### src/rtl/iso_sched_pkg.sv
package iso_sched_pkg;
  localparam logic [1:0] EP_TYPE_ISO = 2'd1;
  localparam int FLG_DONE = 0;
  localparam int FLG_MISS = 1;
  localparam int NUM_FLAGS = 2;
endpackage

### src/rtl/iso_frame_track.sv
module iso_frame_track #(
  parameter int FN_W = 11
) (
  input  logic            clk_i,
  input  logic            rst_ni,
  input  logic            sof_i,
  input  logic [FN_W-1:0] frame_num_i,
  output logic [FN_W-1:0] cur_frame_o,
  output logic            frame_par_o
);
  logic [FN_W-1:0] frame_q;

  always_ff @(posedge clk_i or negedge rst_ni) begin
    if (!rst_ni)    frame_q <= '0;
    else if (sof_i) frame_q <= frame_num_i;
  end

  assign cur_frame_o = frame_q;
  assign frame_par_o = frame_q[0];

  assert_frame_capture_R2: assert property (@(posedge clk_i) disable iff (!rst_ni)
    sof_i |=> cur_frame_o == $past(frame_num_i));
endmodule

### src/rtl/iso_irq_flags.sv
module iso_irq_flags #(
  parameter int N = 2
) (
  input  logic         clk_i,
  input  logic         rst_ni,
  input  logic [N-1:0] set_i,
  input  logic [N-1:0] clr_i,
  input  logic [N-1:0] mask_i,
  output logic [N-1:0] flag_o,
  output logic [N-1:0] irq_o
);
  logic [N-1:0] flag_q;

  for (genvar i = 0; i < N; i++) begin : g_flag
    always_ff @(posedge clk_i or negedge rst_ni) begin
      if (!rst_ni)        flag_q[i] <= 1'b0;
      else if (set_i[i])  flag_q[i] <= 1'b1;  // set beats clear
      else if (clr_i[i])  flag_q[i] <= 1'b0;
    end
    assign irq_o[i] = flag_q[i] & mask_i[i];

    assert_set_wins_R9: assert property (@(posedge clk_i) disable iff (!rst_ni)
      set_i[i] |=> flag_q[i]);
    assert_clr_only_R9: assert property (@(posedge clk_i) disable iff (!rst_ni)
      (clr_i[i] && !set_i[i]) |=> !flag_q[i]);
    assert_irq_masked_R10: assert property (@(posedge clk_i) disable iff (!rst_ni)
      irq_o[i] |-> (mask_i[i] && flag_q[i]));
  end

  assign flag_o = flag_q;
endmodule

### src/rtl/iso_ep_ctrl.sv
module iso_ep_ctrl
  import iso_sched_pkg::*;
#(
  parameter int MPS_W     = 11,
  parameter int XFER_W    = 13,
  parameter int PKT_W     = 3,
  parameter int MC_W      = 2,
  parameter int FIFO_ID_W = 4
) (
  input  logic                 clk_i,
  input  logic                 rst_ni,
  input  logic                 cfg_we_i,
  input  logic                 cfg_enable_i,
  input  logic                 cfg_active_i,
  input  logic                 cfg_cnak_i,
  input  logic                 cfg_set_even_i,
  input  logic                 cfg_set_odd_i,
  input  logic [1:0]           cfg_ep_type_i,
  input  logic [FIFO_ID_W-1:0] cfg_fifo_id_i,
  input  logic [MPS_W-1:0]     cfg_mps_i,
  input  logic [XFER_W-1:0]    cfg_xfer_size_i,
  input  logic [PKT_W-1:0]     cfg_pkt_cnt_i,
  input  logic [MC_W-1:0]      cfg_mc_i,
  input  logic                 sof_i,
  input  logic                 frame_par_i,
  input  logic                 in_token_i,
  input  logic                 in_token_err_i,
  input  logic [XFER_W-1:0]    fifo_bytes_i,
  output logic                 xfer_ev_o,
  output logic                 miss_ev_o,
  output logic                 pkt_send_o,
  output logic [XFER_W-1:0]    pkt_len_o,
  output logic [FIFO_ID_W-1:0] pkt_fifo_o,
  output logic                 ep_en_o,
  output logic                 target_odd_o,
  output logic [XFER_W-1:0]    xfer_left_o,
  output logic [PKT_W-1:0]     pkt_left_o
);
  localparam int CNT_W = MC_W + 1;

  logic                 en_q, tpar_q, active_q, nak_q;
  logic [1:0]           type_q;
  logic [FIFO_ID_W-1:0] fifo_q;
  logic [MPS_W-1:0]     mps_q;
  logic [XFER_W-1:0]    xfer_left_q;
  logic [PKT_W-1:0]     pkt_left_q;
  logic [MC_W-1:0]      mc_q;
  logic [CNT_W-1:0]     sent_q;
  logic                 pkt_send_q;
  logic [XFER_W-1:0]    pkt_len_q;

  logic [XFER_W-1:0] mps_ext, cur_len;
  logic [CNT_W-1:0]  limit;
  logic              eligible, room, fifo_ok, last_pkt, accept;

  always_comb begin
    mps_ext  = XFER_W'(mps_q);
    last_pkt = (pkt_left_q == PKT_W'(1));
    cur_len  = (last_pkt || xfer_left_q < mps_ext) ? xfer_left_q : mps_ext;
    limit    = (mc_q == '0) ? CNT_W'(1) : CNT_W'(mc_q);
    room     = sent_q < limit;
    fifo_ok  = fifo_bytes_i >= cur_len;
    eligible = en_q & active_q & ~nak_q & (type_q == EP_TYPE_ISO)
             & (tpar_q == frame_par_i) & (pkt_left_q != '0);
    accept   = in_token_i & ~in_token_err_i & ~sof_i & ~cfg_we_i
             & eligible & room & fifo_ok;
  end

  assign xfer_ev_o = accept & last_pkt;
  // frame_par_i still holds the parity of the frame that is ending
  assign miss_ev_o = sof_i & en_q & (tpar_q == frame_par_i) & ~cfg_we_i;

  always_ff @(posedge clk_i or negedge rst_ni) begin
    if (!rst_ni) begin
      en_q        <= 1'b0;
      tpar_q      <= 1'b0;
      active_q    <= 1'b0;
      nak_q       <= 1'b1;
      type_q      <= '0;
      fifo_q      <= '0;
      mps_q       <= '0;
      xfer_left_q <= '0;
      pkt_left_q  <= '0;
      mc_q        <= '0;
      sent_q      <= '0;
      pkt_send_q  <= 1'b0;
      pkt_len_q   <= '0;
    end else begin
      pkt_send_q <= accept;
      if (accept) pkt_len_q <= cur_len;
      if (cfg_we_i) begin
        en_q        <= cfg_enable_i;
        active_q    <= cfg_active_i;
        type_q      <= cfg_ep_type_i;
        fifo_q      <= cfg_fifo_id_i;
        mps_q       <= cfg_mps_i;
        xfer_left_q <= cfg_xfer_size_i;
        pkt_left_q  <= cfg_pkt_cnt_i;
        mc_q        <= cfg_mc_i;
        sent_q      <= '0;
        if (cfg_cnak_i)          nak_q  <= 1'b0;
        if (cfg_set_even_i)      tpar_q <= 1'b0;
        else if (cfg_set_odd_i)  tpar_q <= 1'b1;
      end else begin
        if (sof_i) sent_q <= '0;
        if (miss_ev_o) en_q <= 1'b0;
        if (accept) begin
          xfer_left_q <= xfer_left_q - cur_len;
          pkt_left_q  <= pkt_left_q - PKT_W'(1);
          sent_q      <= sent_q + CNT_W'(1);
          if (last_pkt) en_q <= 1'b0;
        end
      end
    end
  end

  assign pkt_send_o   = pkt_send_q;
  assign pkt_len_o    = pkt_len_q;
  assign pkt_fifo_o   = fifo_q;
  assign ep_en_o      = en_q;
  assign target_odd_o = tpar_q;
  assign xfer_left_o  = xfer_left_q;
  assign pkt_left_o   = pkt_left_q;

  assert_send_parity_R2: assert property (@(posedge clk_i) disable iff (!rst_ni)
    pkt_send_q |-> $past(tpar_q == frame_par_i));
  assert_send_eligible_R3: assert property (@(posedge clk_i) disable iff (!rst_ni)
    pkt_send_q |-> $past(active_q && !nak_q && type_q == EP_TYPE_ISO));
  assert_fifo_cover_R5: assert property (@(posedge clk_i) disable iff (!rst_ni)
    pkt_send_q |-> (pkt_len_q <= $past(fifo_bytes_i) && !$past(in_token_err_i)));
  assert_done_disables_R6: assert property (@(posedge clk_i) disable iff (!rst_ni)
    (xfer_ev_o && !cfg_we_i) |=> !en_q);
  assert_frame_limit_R7: assert property (@(posedge clk_i) disable iff (!rst_ni)
    pkt_send_q |-> sent_q <= limit);
  assert_miss_disables_R8: assert property (@(posedge clk_i) disable iff (!rst_ni)
    miss_ev_o |=> !en_q);
endmodule

### src/rtl/iso_in_sched.sv
module iso_in_sched
  import iso_sched_pkg::*;
#(
  parameter int MPS_W     = 11,
  parameter int XFER_W    = 13,
  parameter int PKT_W     = 3,
  parameter int MC_W      = 2,
  parameter int FIFO_ID_W = 4,
  parameter int FN_W      = 11
) (
  input  logic                 clk_i,
  input  logic                 rst_ni,
  input  logic                 cfg_we_i,
  input  logic                 cfg_enable_i,
  input  logic                 cfg_active_i,
  input  logic                 cfg_cnak_i,
  input  logic                 cfg_set_even_i,
  input  logic                 cfg_set_odd_i,
  input  logic [1:0]           cfg_ep_type_i,
  input  logic [FIFO_ID_W-1:0] cfg_fifo_id_i,
  input  logic [MPS_W-1:0]     cfg_mps_i,
  input  logic [XFER_W-1:0]    cfg_xfer_size_i,
  input  logic [PKT_W-1:0]     cfg_pkt_cnt_i,
  input  logic [MC_W-1:0]      cfg_mc_i,
  input  logic                 sof_i,
  input  logic [FN_W-1:0]      frame_num_i,
  input  logic                 in_token_i,
  input  logic                 in_token_err_i,
  input  logic [XFER_W-1:0]    fifo_bytes_i,
  input  logic [1:0]           int_mask_i,
  input  logic [1:0]           int_clr_i,
  output logic                 pkt_send_o,
  output logic [XFER_W-1:0]    pkt_len_o,
  output logic [FIFO_ID_W-1:0] pkt_fifo_o,
  output logic                 ep_en_o,
  output logic                 target_odd_o,
  output logic [FN_W-1:0]      cur_frame_o,
  output logic [XFER_W-1:0]    xfer_left_o,
  output logic [PKT_W-1:0]     pkt_left_o,
  output logic [1:0]           flags_o,
  output logic                 xfer_irq_o,
  output logic                 incomp_irq_o
);
  logic                 frame_par;
  logic                 xfer_ev, miss_ev;
  logic [NUM_FLAGS-1:0] flag_set, irq;

  iso_frame_track #(.FN_W(FN_W)) i_track (
    .clk_i       (clk_i),
    .rst_ni      (rst_ni),
    .sof_i       (sof_i),
    .frame_num_i (frame_num_i),
    .cur_frame_o (cur_frame_o),
    .frame_par_o (frame_par)
  );

  iso_ep_ctrl #(
    .MPS_W(MPS_W), .XFER_W(XFER_W), .PKT_W(PKT_W), .MC_W(MC_W), .FIFO_ID_W(FIFO_ID_W)
  ) i_ctrl (
    .clk_i           (clk_i),
    .rst_ni          (rst_ni),
    .cfg_we_i        (cfg_we_i),
    .cfg_enable_i    (cfg_enable_i),
    .cfg_active_i    (cfg_active_i),
    .cfg_cnak_i      (cfg_cnak_i),
    .cfg_set_even_i  (cfg_set_even_i),
    .cfg_set_odd_i   (cfg_set_odd_i),
    .cfg_ep_type_i   (cfg_ep_type_i),
    .cfg_fifo_id_i   (cfg_fifo_id_i),
    .cfg_mps_i       (cfg_mps_i),
    .cfg_xfer_size_i (cfg_xfer_size_i),
    .cfg_pkt_cnt_i   (cfg_pkt_cnt_i),
    .cfg_mc_i        (cfg_mc_i),
    .sof_i           (sof_i),
    .frame_par_i     (frame_par),
    .in_token_i      (in_token_i),
    .in_token_err_i  (in_token_err_i),
    .fifo_bytes_i    (fifo_bytes_i),
    .xfer_ev_o       (xfer_ev),
    .miss_ev_o       (miss_ev),
    .pkt_send_o      (pkt_send_o),
    .pkt_len_o       (pkt_len_o),
    .pkt_fifo_o      (pkt_fifo_o),
    .ep_en_o         (ep_en_o),
    .target_odd_o    (target_odd_o),
    .xfer_left_o     (xfer_left_o),
    .pkt_left_o      (pkt_left_o)
  );

  always_comb begin
    flag_set           = '0;
    flag_set[FLG_DONE] = xfer_ev;
    flag_set[FLG_MISS] = miss_ev;
  end

  iso_irq_flags #(.N(NUM_FLAGS)) i_flags (
    .clk_i  (clk_i),
    .rst_ni (rst_ni),
    .set_i  (flag_set),
    .clr_i  (int_clr_i),
    .mask_i (int_mask_i),
    .flag_o (flags_o),
    .irq_o  (irq)
  );

  assign xfer_irq_o   = irq[FLG_DONE];
  assign incomp_irq_o = irq[FLG_MISS];
endmodule

### config.mk
export PLATFORM = sky130hd
export DESIGN_NAME = iso_in_sched
export DESIGN_NICKNAME = d
export VERILOG_FILES = /design/src/rtl/iso_sched_pkg.sv /design/src/rtl/iso_frame_track.sv /design/src/rtl/iso_irq_flags.sv /design/src/rtl/iso_ep_ctrl.sv /design/src/rtl/iso_in_sched.sv
export SDC_FILE = /design/constraint.sdc
export NUM_CORES = 1
export LEC_CHECK = 0
export BUFFER_PORTS_ARGS = -buffer_cell sky130_fd_sc_hd__buf_4
export CORE_AREA = 2 2 90 92
export CTS_CLUSTER_DIAMETER = 120
export DETAILED_ROUTE_END_ITERATION = 8
export DIE_AREA = 0 0 92 94
export PLACE_DENSITY = 0.93
export SYNTH_ARGS = -nofsm -noshare
export SYNTH_HDL_FRONTEND = slang
export SYNTH_HIERARCHICAL = 1
export SYNTH_SLANG_ARGS = --single-unit
export TNS_END_PERCENT = 30
### constraint.sdc
create_clock -name clk_i -period 11.7 [get_ports clk_i]
set_clock_uncertainty 0.2 [all_clocks]
set_input_delay 0 -clock clk_i [delete_from_list [all_inputs] [get_ports clk_i]]
set_output_delay 0 -clock clk_i [all_outputs]
set_load 0.03 [all_outputs]
==> run summary, run 1 <==
Initial Util - 56.5%
Largest net degree at the start of global routing - 70
Top Ports - 125
Syn Area/Cell - 9.53 sq um
Setup crit end - i_ctrl/ep_en_o
CTS H-tree depth - 3
Status - finished, final reports clean
Drt first pass iters - 7
Initial antenna violation count - 0
Chip height - 94 um
Endpoints failing hold - 0
#FFs+latches synth - 69
Post-synth net total - 559
RSZ-0062 raised after global routing - false
Synthesized cell area - 4300 sq um
RePlAce Congestion - 0.953
CTS tree - built
DP HPWL - 8690 um
Combinational share of power - 36.4%
Worst setup SP type - flop
Minimum clock period - 5.70 ns
Total net switching power - 0.000291 W
RR Startpoint - i_ctrl/mps_q[7]
WL final - 15200 um
Register-to-register setup slack - 6.00 ns
Final setup fails - 0
Worst Reg-to-Reg Cells - 17
Clock share of power - 30.0%
Clock Path Buffers - 2
DIE AREA - 8650 sq um
P_leak - 3.05 nW
Synthesis warning total - 6
Slew headroom - 41.1%
DRC - 0
Count of different cell masters after synthesis - 65
Cell-internal power - 0.000534 W
First-pass GRT wire length - 23900 um
Area of the core region - 7610 sq um
Number of flops mapped to enable cells by yosys - 0
Global-route usage over all layers - 35.7%
Slew @ Worst Pin - 0.883 ns
Worst endpoint required time - 11.79 ns
Sw Ratio - 35.3%
Layout cells sized above 1 - 26.6%
Worst-path clk slew - 0.08 ns
CP endpoint kind - flop
Pwr Total - 0.000825 W
Max cap viols - 0
Setup TNS - 0 ns
# hold bufs at CTS - 75
GR Util met3 - 6.10%
Vias/cell - 6.18
GR Util met2 - 61.8%
Setup bufs post-CTS - 0
Global route total overflow - 0
Clock buffer count from CTS - 9
ANT cells - 0
Async S/R FF share, synth - 100%
Met1 usage - 42.2%
Critical path startpoint - i_ctrl/mps_q[7]
Final ANT Viol Nets - 0
Largest cells by area after synthesis - dfrtp_1 40%, ha_1 9.9%, nand2_1 5.1%, a21oi_1 3.7%, mux2_4 3.5%
Synth Instances - 451
Seq pwr share - 33.5%
Type of the tightest min-delay check - input port to flop
Clk root buf - clkbuf_8
Final cycle utilization of the critical path - 48.7%
Drt wl/cell - 20.2 um
Routed via count - 4629
Die width - 92 um
Clk_lat worst skew - 0.34 ns
Crit Path Max Fanout - 22
Final nets - 750
Count leader, synth - dfrtp_1
1st-iter DRT viols - 601
Top cells by count, synth - 68 x dfrtp_1, 58 x nand2_1, 36 x nor2_1
Predominant post-synthesis flop cell - dfrtp_1
PostCTS Resize Cnt - 0
Yosys top cell by area - dfrtp_1
F_max - 175 MHz
# rows - 32
Register area share after synthesis - 40.2%
Final core occ - 82.0%
Critical path class - flop to flop
PwrDens - 132 nW/um^2
Post-synth top area share - 39.6%
Peak supply drop - 0.0764 mV
IO Port Bufs - 124
CTS Sinks - 69
Reg2reg end - i_ctrl/ep_en_o
Arr. time, crit path - 5.79 ns
GR peak layer - met2
Fin. max-slew vios - 0
P&R area growth vs syn - 45.1%
Vias in the first global route - 4778
kinds of logic after synthesis:
kind of cell,synth area share [%]
buf+inv,5.03
compound gates,20.0
fa+ha+maj,10.4
mux,7.13
simple gates,15.4
xor+xnor,1.83
flops,40.2
placed cells by master (no fill, tap or decap), types with 3 or more instances in the layout:
cell type / Yosys / routed
buf_4: 2 / 124
dlygate4sd3_1: 0 / 75
dfrtp_1: 68 / 68
nand2_1: 58 / 58
nor2_1: 36 / 36
ha_1: 34 / 34
a21oi_1: 32 / 32
inv_1: 26 / 26
o21ai_0: 25 / 25
nand3_1: 12 / 12
a21o_1: 12 / 12
mux2_2: 12 / 12
clkbuf_8: 0 / 10
a22oi_1: 10 / 10
mux2_4: 10 / 10
nor3_1: 7 / 7
xnor2_1: 6 / 6
and2_1: 5 / 5
nand4_1: 4 / 4
a211o_1: 4 / 4
and3_1: 4 / 4
o21ai_1: 4 / 4
bufinv_16: 0 / 3
nor2b_1: 3 / 3
a211oi_1: 3 / 3
nor4_1: 3 / 3
nand2b_1: 3 / 3
a32oi_1: 3 / 3
xor2_1: 3 / 3
a221o_1: 3 / 3
o31ai_1: 3 / 3
nand3b_1: 3 / 3
power groups by stage:
stage          Clock [W]  Sequential, W  Combinational [W]
5_1_grt         0.000258       0.000279           0.000320
4_1_cts         0.000245       0.000274           0.000284
3_5_place_dp           0       0.000278           0.000257
6_report        0.000248       0.000277           0.000301
3_3_place_gp           0       0.000277           0.000249
2_1_floorplan          0       0.000302           0.000148
metrics by stage:
step                      hold slack, ns  cell area [sq um]  std cells  worst slack, ns
final                             0.0435               6240        749             6.00
after global routing              0.0752               6240        749             5.71
after CTS                        0.00202               6240        749             6.25
after detailed placement         -0.0346               5240        658             6.31
after global placement           -0.0423               5240        658             6.49
after floorplan                   -0.496               4300        451             6.86
sequential cells by signal (all words and copies together) (netlist names):
register / flops
i_ctrl/pkt_fifo_o: 4
i_ctrl/pkt_send_o: 1
i_ctrl/mc_q: 2
i_ctrl/xfer_left_o: 13
i_track/cur_frame_o: 11
i_flags/flag_o: 2
i_ctrl/active_q: 1
i_ctrl/target_odd_o: 1
i_ctrl/mps_q: 11
i_ctrl/ep_en_o: 1
i_ctrl/sent_q: 3
i_ctrl/pkt_len_o: 13
i_ctrl/nak_q: 1
i_ctrl/pkt_left_o: 3
i_ctrl/type_q: 2
critical path, cell delays in order, from the launching register on:
cell and delay [ns]:
dfrtp_1 0.42, inv_1 0.11, ha_1 0.30, nand4_1 0.15, o21ai_0 0.53, a211o_1 0.23
nand2_1 0.45, a21oi_1 0.45, ha_1 0.32, a21o_1 0.17, a21o_1 0.20, a211oi_1 0.37
nor4_1 0.15, and3_1 0.22, a41o_1 0.35, and2_1 0.27, o31ai_2 0.21, dlygate4sd3_1 0.57
metal layers:
| metal | routed length [um] | part of all wire (%) |
|---|---|---|
| met5 | 0 | 0 |
| met4 | 849 | 5.6 |
| met3 | 1260 | 8.3 |
| met2 | 7590 | 50 |
| met1 | 5460 | 36 |
how the worst min path moves through the flow:
stage / startpoint / endpoint / slack, ns / cells after the start
finish: cfg_we_i / i_ctrl/mps_q[8] / 0.04 / 2
detailed placement: rst_ni / i_ctrl/xfer_left_o[1] / -0.03 / 1
CTS: cfg_we_i / i_ctrl/mps_q[4] / 0.002 / 3
global route: cfg_we_i / i_ctrl/mps_q[2] / 0.08 / 2
global placement: rst_ni / i_ctrl/pkt_len_o[0] / -0.04 / 1
floorplan: rst_ni / i_ctrl/active_q / -0.50 / 0
final cells by class:
class | instances | area (sq um)
multi-input combinational | 337 | 2350
sequential | 69 | 1730
timing repair buffer | 199 | 1680
fill | 435 | 1370
clock buffer | 11 | 141
tap | 102 | 128
clock inverter | 5 | 108
inverter | 26 | 97.6
(Power assumes the default switching activity.)
==> inputs of run 2 (changes only) <==
Settings changed: CORE_AREA 2 2 90 92 to 2 2 98 100, DIE_AREA 0 0 92 94 to 0 0 100 102, PLACE_DENSITY 0.93 to 0.84.
Clock period 11.7 ns to 4.9 ns, I/O delays scaled along.
==> run summary, run 2 (synthesized netlist as in run 1, its figures left out) <==
Arr. time, crit path - 4.70 ns (-1.09 ns)
Most common cell after layout, fill and taps aside - buf_4
Crit Path Max Fanout - 18 (-18%)
First-pass GRT wire length - 22600 um (-5.6%)
Top Ports - 125 (unchanged)
Commonest non-fill, non-tap cells in the layout - 141 x buf_4, 74 x dlygate4sd3_1, 67 x dfrtp_1
DP HPWL - 9290 um (+6.8%)
Max cap viols - 0 (unchanged)
Vias/cell - 5.70 (-7.8%)
DRC - 0 (unchanged)
Final nets - 767 (+2.3%)
Slew headroom - 40.7% (-0.44 points)
Vias in the first global route - 4513 (-5.5%)
Pwr Total - 0.00189 W (+130%)
Clock buffer count from CTS - 9 (unchanged)
WL final - 14400 um (-4.9%)
Status - finished, final reports clean
Drt wl/cell - 18.6 um (-8.2%)
CP endpoint kind - flop
Clk_lat worst skew - 0.36 ns (+0.02 ns)
Fin cells - 776 (+3.6%)
Layout cells sized above 1 - 29.8% (+3.2 points)
Drt first pass iters - 6 (-1)
Global-route usage over all layers - 28.5% (-7.2 points)
F_max - 215 MHz (+23%)
Largest net degree at the start of global routing - 70 (unchanged)
Dpl cells - 685 (+4.1%)
CTS Sinks - 69 (unchanged)
Global route total overflow - 0 (unchanged)
Final ANT Viol Nets - 0 (unchanged)
Minimum clock period - 4.65 ns (-1.05 ns)
Critical path class - flop to flop
Final cycle utilization of the critical path - 94.9% (+46 points)
Routed via count - 4421 (-4.5%)
CTS H-tree depth - 3 (unchanged)
1st-iter DRT viols - 303 (-50%)
Worst setup SP type - flop
Final setup fails - 0 (unchanged)
DIE AREA - 10200 sq um (+18%)
Final Hold Slack - 0.00402 ns (-0.0395 ns)
Peak supply drop - 0.151 mV (+98%)
Clock Path Buffers - 2 (unchanged)
Worst-path clk slew - 0.09 ns (about the same)
Clk root buf - clkbuf_8
Area of the core region - 9110 sq um (+20%)
Fin. max-slew vios - 0 (unchanged)
CTS tree - built
Die width - 100 um (+8.7%)
Endpoints failing hold - 0 (unchanged)
P_leak - 3.12 nW (+2.3%)
Final core occ - 70.0% (-12 points)
Filler Cell Count - 661 (+52%)
Slew @ Worst Pin - 0.889 ns (+0.00658 ns)
Type of the tightest min-delay check - input port to flop
IO Port Bufs - 124 (unchanged)
Setup bufs post-CTS - 0 (unchanged)
# rows - 35 (+9.4%)
Worst endpoint required time - 4.95 ns (-6.84 ns)
P&R area growth vs syn - 48.3%
PwrDens - 296 nW/um^2 (+120%)
RePlAce Congestion - 0.979 (+2.8%)
Initial Util - 47.2% (-9.3 points)
Initial antenna violation count - 1 (+1)
Chip height - 102 um (+8.5%)
-- run 2: metrics by stage --
step / cell area (sq um) / worst slack [ns] / setup TNS, ns
finish: 6380 / 0.248 / 0
global route: 6380 / -0.0389 / -0.0615
CTS: 6340 / 0.0877 / 0
detailed placement: 5400 / 0.125 / 0
global placement: 5400 / 0.283 / 0
floorplan: 4300 / 0.0643 / 0
-- run 2: worst paths after layout --
path | start | to | slack, ns | depth (start not counted)
max | i_ctrl/xfer_left_o[8] | i_ctrl/pkt_left_o[2] | 0.25 | 18
min | cfg_we_i | i_ctrl/mps_q[10] | 0.004 | 3
max reg2reg | i_ctrl/xfer_left_o[8] | i_ctrl/pkt_left_o[2] | 0.25 | 18
min reg2reg | i_ctrl/pkt_len_o[0] | i_ctrl/pkt_len_o[0] | 0.30 | 1
max in group asynchronous | rst_ni | i_ctrl/mps_q[7] | 3.71 | 2
min in group asynchronous | rst_ni | i_track/cur_frame_o[9] | 0.15 | 2
-- run 2: area by class of cell --
cell class                 instances  area (sq um)  share of cell area [%]
clock buffer                      10           138                    2.16
antenna                            1          2.50                  0.0392
inverter                          26          97.6                    1.53
tap                              111           139                    2.18
multi-input combinational        337          2380                    37.4
clock inverter                     6          68.8                    1.08
sequential                        69          1730                    27.1
timing repair buffer             216          1820                    28.5
-- run 2: report_power, final --
part	leakage (nW)	switching [W]	internal, W
Clock	0.103	0.000244	0.000253
Sequential	0.850	0.0000397	0.000615
Combinational	2.17	0.000408	0.000328
-- run 2: repair_timing --
action / CTS / global route
gates resized for setup: 0 / 8
endpoints found under the setup margin: 0 / 21
hold endpoints to repair: 123 / 0
hold buffers: 74 / 0
-- run 2: metal layers --
metal / part of all wire (%) / vias to the layer above / track usage, %
met1: 39 / 2139 / 34.2
met3: 6.0 / 49 / 4.79
met5: 0 / - / 0
li1: - / 2033 / -
met2: 51 / 200 / 50.2
met4: 3.7 / 0 / 13.4
-- run 2: critical path, cell delays in order (launching register included) --
cell and delay (ns):
dfrtp_1 0.44, ha_1 0.34, a211oi_1 0.31, nor2_1 0.18, a211o_1 0.34, nand2_2 0.19
nor2_1 0.07, a21oi_2 0.14, ha_1 0.26, a21o_1 0.16, a21o_1 0.19, a211o_1 0.38
a211o_1 0.29, o311a_1 0.13, a41o_4 0.34, buf_4 0.20, nor2b_1 0.13, o21ai_0 0.17
nand2_1 0.07
==> inputs of run 3 (changes only) <==
Settings changed: CORE_AREA 2 2 98 100 to 2 2 70 139, DIE_AREA 0 0 100 102 to 0 0 72 141.
==> run summary, run 3 (synthesized netlist as in run 1, its figures left out) <==
Status - finished, final reports clean
Area of the core region - 9200 sq um (+0.96%)
Dpl cells - 677 (-1.2%)
Commonest non-fill, non-tap cells in the layout - 143 x buf_4, 68 x dlygate4sd3_1, 68 x dfrtp_1
Cell-internal power - 0.00145 W (+21%)
CP peak stage delay - 0.43 ns (about the same)
F_max - 212 MHz (-1.3%)
Max cap viols - 0 (unchanged)
Endpoints failing hold - 0 (unchanged)
CTS H-tree depth - 3 (unchanged)
Die width - 72 um (-28%)
Routed via count - 4292 (-2.9%)
WP buf/inv - 1 (unchanged)
Critical path startpoint - i_ctrl/xfer_left_o[9]
Worst endpoint required time - 4.90 ns (-0.05 ns)
DIE AREA - 10200 sq um (-0.47%)
CP Cell Sequence - ha_1, o21ai_0, nor2_1, a211o_1, nand2_2, nor2_1, a21oi_1, ha_1, a21o_1, a21o_1, a211o_1, a211o_1, o311a_1, a41o_4, buf_4, a22oi_1, nand2_1
RePlAce Congestion - 0.971 (-0.82%)
Fin. max-slew vios - 0 (unchanged)
# rows - 50 (+43%)
RSZ-0062 raised after global routing - false
Layout cells sized above 1 - 29.4% (-0.38 points)
DP HPWL - 8660 um (-6.7%)
Worst hold path depth - 3 (unchanged)
Arr. time, crit path - 4.72 ns (+0.02 ns)
RR Startpoint - i_ctrl/xfer_left_o[9]
Clock Path Buffers - 2 (unchanged)
Post-placement cell area - 5370 sq um (-0.53%)
Vias/cell - 5.63 (-1.3%)
Slew @ Worst Pin - 0.909 ns (+0.0198 ns)
Global-route usage over all layers - 26.5% (-2.1 points)
WL final - 13000 um (-9.7%)
Drt first pass iters - 5 (-1)
P_leak - 3.17 nW (+1.5%)
Worst Reg-to-Reg Cells - 17 (-1)
Type of the tightest min-delay check - input port to flop
Seq pwr share - 30.9% (-3.8 points)
PwrDens - 330 nW/um^2 (+12%)
CTS Sinks - 69 (unchanged)
Vias in the first global route - 4262 (-5.6%)
CP Depth - 17 (-1)
CP max stage cell - dfrtp_1
Register-to-register setup slack - 0.19 ns (-0.06 ns)
Clk_lat worst skew - 0.33 ns (-0.03 ns)
Minimum clock period - 4.71 ns (+0.0615 ns)
HP Start - cfg_we_i
Sw Ratio - 31.6% (-5.1 points)
Chip height - 141 um (+38%)
Final cycle utilization of the critical path - 96.2% (+1.3 points)
Total net switching power - 0.000670 W (-3.2%)
Initial antenna violation count - 0 (-1)
Final Hold Slack - 0.0212 ns (+0.0172 ns)
P&R area growth vs syn - 49.4%
Critical path class - flop to flop
First-pass GRT wire length - 20800 um (-8.0%)
Largest net degree at the start of global routing - 70 (unchanged)
Final ANT Viol Nets - 0 (unchanged)
Final nets - 762 (-0.65%)
Reg2reg end - i_ctrl/xfer_left_o[6]
Setup crit end - i_ctrl/xfer_left_o[6]
Final instance area - 6420 sq um (+0.77%)
Clock share of power - 35.1% (+8.8 points)
Crit Path Max Fanout - 17 (-1)
Crit path max-delay family - compound AO/OA/AOI/OAI gates
Global route total overflow - 0 (unchanged)
CTS tree - built
Drt wl/cell - 17.0 um (-8.2%)
Critical path's most frequent cell - a211o_1
Combinational share of power - 34.0% (-5.0 points)
Worst setup SP type - flop
Top Ports - 125 (unchanged)
Final setup fails - 0 (unchanged)
Most common cell after layout, fill and taps aside - buf_4
Clk root buf - clkbuf_16
Worst-path clk slew - 0.05 ns (-0.04 ns)
Peak supply drop - 0.284 mV (+87%)
Slew headroom - 39.4% (-1.3 points)
Fin cells - 763 (-1.7%)
DRC - 0 (unchanged)
1st-iter DRT viols - 355 (+17%)
Setup TNS - 0 ns (unchanged)
CP endpoint kind - flop
Initial Util - 46.7% (-0.45 points)
Clock buffer count from CTS - 9 (unchanged)
ANT cells - 0 (-1)
IO Port Bufs - 124 (unchanged)
-- run 3: changes by cell type in the layout (fill, tap and decap cells not counted), sizes merged --
| cell | previous run | this run |
|---|---|---|
| dlygate4sd3 | 74 | 68 |
| bufinv | 1 | 3 |
| clkbuf | 10 | 12 |
| inv | 28 | 26 |
| buf | 142 | 143 |
| clkinv | 2 | 1 |
| clkinvlp | 1 | 0 |
| diode | 1 | 0 |
-- run 3: how the worst min path moves through the flow --
| stage | to | slack, ns |
|---|---|---|
| after floorplan | i_ctrl/active_q | -0.50 |
| after global placement | i_ctrl/nak_q | -0.04 |
| after detailed placement | i_ctrl/mps_q[4] | -0.02 |
| after CTS | i_ctrl/mps_q[10] | 0.009 |
| after global routing | i_ctrl/ep_en_o | 0.06 |
| final | i_ctrl/mps_q[6] | 0.02 |
-- run 3: tightest hold or removal path, cell delays in order --
cell and delay, ns:
buf_4 0.31, nand2_1 0.12, o21ai_0 0.06
-- run 3: timing repair --
action / 4_1_cts / 5_1_grt
hold endpoints to repair: 121 / 0
hold buffers: 68 / 0
endpoints found under the setup margin: 0 / 17
resized for setup: 0 / 5
setup buffers: 0 / 2
-- run 3: area by class of cell --
class,count,area [sq um]
Inverter,26,97.6
Multi-Input combinational cell,337,2370
Clock inverter,4,95.1
Clock buffer,12,246
Tap cell,104,130
Sequential cell,69,1730
Fill cell,672,2770
Timing Repair Buffer,211,1750
-- run 3: per-stage QoR --
stage | util (%) | worst slack, ns | total power (W)
2_1_floorplan | - | 0.0643 | 0.00107
4_1_cts | 69.5 | 0.125 | 0.00211
6_report | 69.9 | 0.187 | 0.00212
5_1_grt | 69.9 | 0.0355 | 0.00223
3_3_place_gp | 58.4 | 0.286 | 0.00129
3_5_place_dp | 58.4 | 0.199 | 0.00130
-- run 3: power groups by stage --
stage / registers (W) / logic (W) / clock network, W
2_1_floorplan: 0.000721 / 0.000353 / 0
3_3_place_gp: 0.000661 / 0.000631 / 0
3_5_place_dp: 0.000663 / 0.000641 / 0
4_1_cts: 0.000654 / 0.000702 / 0.000759
5_1_grt: 0.000661 / 0.000784 / 0.000782
6_report: 0.000655 / 0.000722 / 0.000744
-- run 3: metal layers --
| layer | part of all wire, % | wire length (um) | track usage (%) |
|---|---|---|---|
| met5 | 0 | 0 | 0 |
| met4 | 3.7 | 476 | 13.5 |
| met3 | 7.3 | 950 | 5.36 |
| met2 | 51 | 6680 | 42.9 |
| met1 | 38 | 4910 | 32.8 |
